**src/rtl/patgen_pkg.sv**
```systemverilog
`timescale 1ns/1ps
package patgen_pkg;
    localparam int SEL_W     = 2;
    localparam int LEN_FIVE  = 3;
    localparam int LEN_SIX   = 4;
    localparam int LEN_SEVEN = 6;
    localparam int MAX_A     = (LEN_FIVE > LEN_SIX) ? LEN_FIVE : LEN_SIX;
    localparam int STATE_W   = (MAX_A > LEN_SEVEN) ? MAX_A : LEN_SEVEN;

    // Seeds: newest bit in the top stage, chosen so the first bit out starts the pattern
    localparam logic [LEN_FIVE-1:0]  SEED_FIVE  = 3'b110;
    localparam logic [LEN_SIX-1:0]   SEED_SIX   = 4'b1110;
    localparam logic [LEN_SEVEN-1:0] SEED_SEVEN = 6'b111011;

    // Feedback variant selectors for the chain module
    localparam int FB_FIVE  = 0;
    localparam int FB_SIX   = 1;
    localparam int FB_SEVEN = 2;

    typedef enum logic [SEL_W-1:0] {
        PAT_FIVE  = 2'd0,
        PAT_SIX   = 2'd1,
        PAT_SEVEN = 2'd2
    } pat_e;
endpackage

```
**src/rtl/patgen_chain.sv**
```systemverilog
`timescale 1ns/1ps
module patgen_chain #(
    parameter int                STAGES = 3,
    parameter int                KIND   = 0,
    parameter logic [STAGES-1:0] SEED   = '0
) (
    input  logic              clk,
    input  logic              rst,
    input  logic              en,
    output logic [STAGES-1:0] q
);
    logic fb;
    logic armed;

    generate
        if (KIND == 0) begin : g_fb_five
            assign fb = ~q[0] | ~q[1];
        end else if (KIND == 1) begin : g_fb_six
            assign fb = ~q[3] | ~q[1] | (~q[2] & ~q[0]);
        end else begin : g_fb_seven
            assign fb = ~q[STAGES-1] | ~q[STAGES-2] | ~q[0];
        end
    endgenerate

    always_ff @(negedge clk) begin
        if (rst) begin
            q <= SEED;
        end else if (en) begin
            q <= {fb, q[STAGES-1:1]};
        end
    end

    always_ff @(negedge clk) begin
        if (rst) begin
            armed <= 1'b1;
        end
    end

    // lower stages follow the stage above on an enabled edge
    assert_shift_R6: assert property (@(negedge clk) disable iff (rst)
        (armed && en) |=> (q[STAGES-2:0] == $past(q[STAGES-1:1])));

    // a disabled edge leaves the chain untouched
    assert_hold_R7: assert property (@(negedge clk) disable iff (rst)
        (armed && !en) |=> $stable(q));

    // the chain never drops out of its cycle into the all-zero state
    assert_nonzero_R9: assert property (@(negedge clk) disable iff (rst)
        armed |-> (q != '0));
endmodule

```
**src/rtl/patgen_top.sv**
```systemverilog
`timescale 1ns/1ps
module patgen_top
    import patgen_pkg::*;
(
    input  logic               clk,
    input  logic               rst,
    input  logic [SEL_W-1:0]   sel,
    input  logic               en,
    output logic               bit_o,
    output logic [STATE_W-1:0] state_o
);
    pat_e                 mode_q;
    pat_e                 mode_d;
    logic                 armed;
    logic [LEN_FIVE-1:0]  q_five;
    logic [LEN_SIX-1:0]   q_six;
    logic [LEN_SEVEN-1:0] q_seven;

    function automatic pat_e decode_sel(input logic [SEL_W-1:0] s);
        pat_e m;
        unique case (s)
            2'd1:    m = PAT_SIX;
            2'd2:    m = PAT_SEVEN;
            default: m = PAT_FIVE;
        endcase
        return m;
    endfunction

    // Mode transition: only taken under reset
    always_comb begin
        mode_d = rst ? decode_sel(sel) : mode_q;
    end

    always_ff @(negedge clk) begin
        mode_q <= mode_d;
        if (rst) begin
            armed <= 1'b1;
        end
    end

    patgen_chain #(.STAGES(LEN_FIVE), .KIND(FB_FIVE), .SEED(SEED_FIVE)) u_chain_five (
        .clk(clk), .rst(rst), .en(en), .q(q_five)
    );

    patgen_chain #(.STAGES(LEN_SIX), .KIND(FB_SIX), .SEED(SEED_SIX)) u_chain_six (
        .clk(clk), .rst(rst), .en(en), .q(q_six)
    );

    patgen_chain #(.STAGES(LEN_SEVEN), .KIND(FB_SEVEN), .SEED(SEED_SEVEN)) u_chain_seven (
        .clk(clk), .rst(rst), .en(en), .q(q_seven)
    );

    // Output process: route the active chain
    always_comb begin
        bit_o   = q_five[LEN_FIVE-1];
        state_o = STATE_W'(q_five);
        unique case (mode_q)
            PAT_SIX: begin
                bit_o   = q_six[LEN_SIX-1];
                state_o = STATE_W'(q_six);
            end
            PAT_SEVEN: begin
                bit_o   = q_seven[LEN_SEVEN-1];
                state_o = STATE_W'(q_seven);
            end
            default: begin
                bit_o   = q_five[LEN_FIVE-1];
                state_o = STATE_W'(q_five);
            end
        endcase
    end

    // every pattern starts with a 1 right after reset
    assert_first_one_R1: assert property (@(negedge clk)
        rst |=> bit_o);

    // the mode only moves under reset
    assert_mode_locked_R8: assert property (@(negedge clk) disable iff (rst)
        armed |=> $stable(mode_q));
endmodule

```
**config.mk**
```make
export PLATFORM = sky130hd
export DESIGN_NAME = patgen_top
export DESIGN_NICKNAME = d
export VERILOG_FILES = /design/src/rtl/patgen_pkg.sv /design/src/rtl/patgen_chain.sv /design/src/rtl/patgen_top.sv
export SDC_FILE = /design/constraint.sdc
export NUM_CORES = 1
export LEC_CHECK = 0
export CAP_MARGIN = 20
export CORE_AREA = 5 5 42 44
export DETAILED_ROUTE_END_ITERATION = 10
export DIE_AREA = 0 0 47 49
export DONT_BUFFER_PORTS = 1
export PLACE_DENSITY = 0.68
export SETUP_SLACK_MARGIN = 0.1
export SYNTH_ARGS = -nofsm -noshare
export SYNTH_HDL_FRONTEND = slang
export SYNTH_SLANG_ARGS = --single-unit
```
**constraint.sdc**
```tcl
create_clock -name clk -period 2.2 [get_ports clk]
set_clock_uncertainty 0.1 [all_clocks]
set_input_delay 0.66 -clock clk [delete_from_list [all_inputs] [get_ports clk]]
set_output_delay 0.66 -clock clk [all_outputs]
set_load 0.02 [all_outputs]
```
* After elaboration in Yosys (flattened, before gate mapping) *
Index checks and enable logic that the tools add are counted.

word-level totals
  bits in registers = 15
  latch bits = 0
  RAM bits = 0
  bits in read-only memories = 0
  bits of input ports = 5
  output and inout port bits = 7
  word-level logic and storage cells = 26
  memories = 0

operators by class
  add/sub/neg operators = 0
  multiply operators = 0
  div/mod/pow operators = 0
  order comparisons = 0
  eq/ne operators = 4
  shift-type cells = 0
  multiplexer cells = 3
  bitwise operators = 15
  reductions and logical operators = 0

operators by type and width
  operator            number
  $pmux 6 s2          1
  $not 1->1           9
  $or 1x1->1          5
  $eq 2x1->1 const B  2
  $eq 2x2->1 const B  2
  $pmux 2 s2          1
  $pmux 1 s2          1
  $and 1x1->1         1

* Logic depth before layout (Yosys ltp) *
  depth after elaboration = 3
  gate-level depth with buffers = 4
  gate-level depth less buffers = 4

* By module *
From an unflattened synthesis, not the netlist that was laid out.

second synthesis, totals
  cell total of the unflattened synthesis = 73
  area total of the unflattened synthesis = 684.4 um^2

modules (own cells, without submodules)
  module                        instances  cells an instance  area an instance (um^2)
  patgen_chain (u_chain_seven)  1          22                 227.7
  patgen_top                    1          25                 198.9
  patgen_chain (u_chain_six)    1          15                 148.9
  patgen_chain (u_chain_five)   1          11                 108.9

==> results.cfg <==
[logic_synthesis]
yosys.area.top_type_share = 0.372
synth_top_family_by_area = compound AO/OA/AOI/OAI gates
synth-async-reset-ratio = 0
synth_largest_area_cell = dfxtp_1
synth_compound_area_frac = 0.206
synth_fa_ha_area_frac = 0.0358
yosysUniqueCellTypes = 23
synth_warnings = 0
yosysMostFrequentCell = dfxtp_1
synth.cell_area_um2 = 699
synth_nets = 77
synthSimpleGateAreaFrac = 0.199
postSynthCellCount = 70
seq_area_frac_synth = 0.458
synth_edf_count = 2
ys_ff_latch = 15
synth_common_cells = dfxtp_1 (13), a211o_1 (7), nor2_1 (7)
synth_area_leaders = dfxtp_1 (37%), a211o_1 (8.8%), edfxtp_1 (8.6%)
syn_area_per_cell_um2 = 9.99
synth_mux_area_frac = 0.0429
yosys.area_share.xor_xnor = 0
synthFlopType = dfxtp_1

[place]
hpwlAfterDp_mm = 1.10
io_buffers = 0
dpl.cell_count = 97
globalplace.congestion = 0.702

[sta]
timing.hold.ws_ns = 0.471
setup_ws_ns = -1.13
setup_viol = 7
slew_viol_final = 0
timing.final.hold_violations = 0
rsz0062_at_grt = true
slew_headroom = 0.816
finalSetupTns_ns = -7.50
max_slew.worst_pin.slew_ns = 0.275

[pwr]
p_per_area_mw_per_mm2 = 764
vdd_drop_max_mv = 0.443
p_total_uw = 764
p_leak_uw = 0.000481

[drt]
vias_per_cell = 5.35
wl_per_cell_um = 14.5
first_pass_iters = 4
vias = 621
drt_iter0_drc = 10
drc = 0
wirelength_mm = 1.68
ant_nets = 0

[cts]
cts_tree = done
clockBufferDepth = 2
ctsRootBufferMaster = clkbuf_4
clk_pin_slew_ns = 0.04
clk_latency_ns = 0.35
htreeDepth = 1
cts_buffers = 3
clkSinkCount = 15

[floorplan]
core_mm2 = 0.00140
die_width_um = 47
fp-row-count = 14
start_util = 0.499
io_pins = 12
die_h_um = 49
dieArea_mm2 = 0.00230

[layout]
n_antenna_cell = 0
nets = 108
area_growth_syn_to_layout_pct = 42.9
final_cells = 116
drive_above_1_share = 0.340

[global_route]
antenna_found_initial = 0
grt_max_degree = 24
grt_pass1_wl_mm = 2.77
grt_overflow = 0
grt_pass1_vias = 667
met2_usage = 0.258
grt_usage = 0.171
grtUsageMet3 = 0.0923
top_usage_layer = met2
met1_usage = 0.163

[critical_path]
reg2reg_setup_slack_ns = 1.10
r2r_start = u_chain_six.q[2]
crit_path_end_kind = primary output
crit_family = flip-flops
max_stage_delay_ns = 0.44
crit_fanout = 8
path_cells = ha_4, nor2b_4, nor2_4
critPathLaunchType = register
path_buf_inv = 0
worstPathRequired_ns = 1.44
critPathKind = reg2out
cp.arrival_ns = 2.57
r2r_end = u_chain_six.q[2]
slowest_stage = edfxtp_1
worstRegToRegCells = 3

[hold_path]
min_path_cells = 2
hold_path_class = reg2reg
min-delay-start = u_chain_seven.q[4]
hold_end = u_chain_seven.q[3]

[flow_run]
drv_cap = 0

[run_status]
status = finished, violations left
violations = setup timing
==> power by group <==
group          switching [µW]  total, µW  internal [µW]
logic                    90.2        182           92.1
clock network             164        265            101
registers                16.8        317            300
==> per-layer routing <==
metal | routed length (µm) | share of wire
met1 | 640 | 0.38
met2 | 877 | 0.52
met3 | 89 | 0.053
met4 | 73 | 0.043
met5 | 0 | 0
==> sequential cells by signal, indices dropped and copies added, names as in the netlist <==
signal           cells
mode_q               2
u_chain_seven.q      6
u_chain_five.q       3
u_chain_six.q        4
==> tightest hold or removal path, cell delays in order (launching register included) <==
cell and delay [ns]:
dfxtp_1 0.32, buf_4 0.12, a211o_1 0.11
==> cell usage in the layout, fill, tap and decap left out, drive strengths merged <==
cell,count
and3,1
nor2,7
mux2i,3
nand2,4
ha,2
a22oi,2
edfxtp,2
o21ai,2
a21oi,3
o21bai,3
and2b,4
inv,18
buf,15
dfxtp,13
clkbuf,3
and4,1
a221oi,1
nor2b,6
and2,2
o2111a,1
a211o,7
==> worst max-delay path by stage <==
stage	startpoint	to	slack, ns	depth (start not counted)
finish	mode_q[1]	state_o[2]	-1.13	3
global route	mode_q[1]	state_o[2]	-1.18	3
global placement	mode_q[1]	state_o[1]	-0.77	4
CTS	mode_q[1]	state_o[2]	-1.11	3
detailed placement	mode_q[1]	state_o[1]	-0.79	4
floorplan	mode_q[1]	state_o[2]	-0.69	3
==> stage by stage <==
stage	cell area, µm²	util	setup WS, ns
final	1000	0.713	-1.13
after detailed placement	868	0.620	-0.788
after CTS	988	0.705	-1.11
after global placement	868	0.620	-0.770
after floorplan	782	-	-0.686
after global routing	1000	0.713	-1.18
==> area by class of cell <==
class,instances,area [µm²]
multi-input combinational,49,449
fill,103,402
sequential,15,320
timing repair buffer,15,120
clock inverter,16,60.1
clock buffer,3,22.5
tap,16,20.0
inverter,2,7.51
==> logic make-up (layout without fill, tap and decap cells) <==
group           count (synthesis)  count (layout)
flops                          15              15
simple gates                   25              25
compound gates                 19              19
buf+inv                         6              36
mux                             3               3
fa+ha+maj                       2               2
==> repair_timing <==
| action | 4_1_cts | 5_1_grt |
|---|---|---|
| resized for setup | 5 | 2 |
| hold endpoints to repair | 0 | 0 |
| buffers inserted | 1 | 0 |
| endpoints found under the setup margin | 7 | 7 |
| pin swaps | 2 | 3 |
| hold buffers | 0 | 0 |
(Power assumes the default switching activity.)
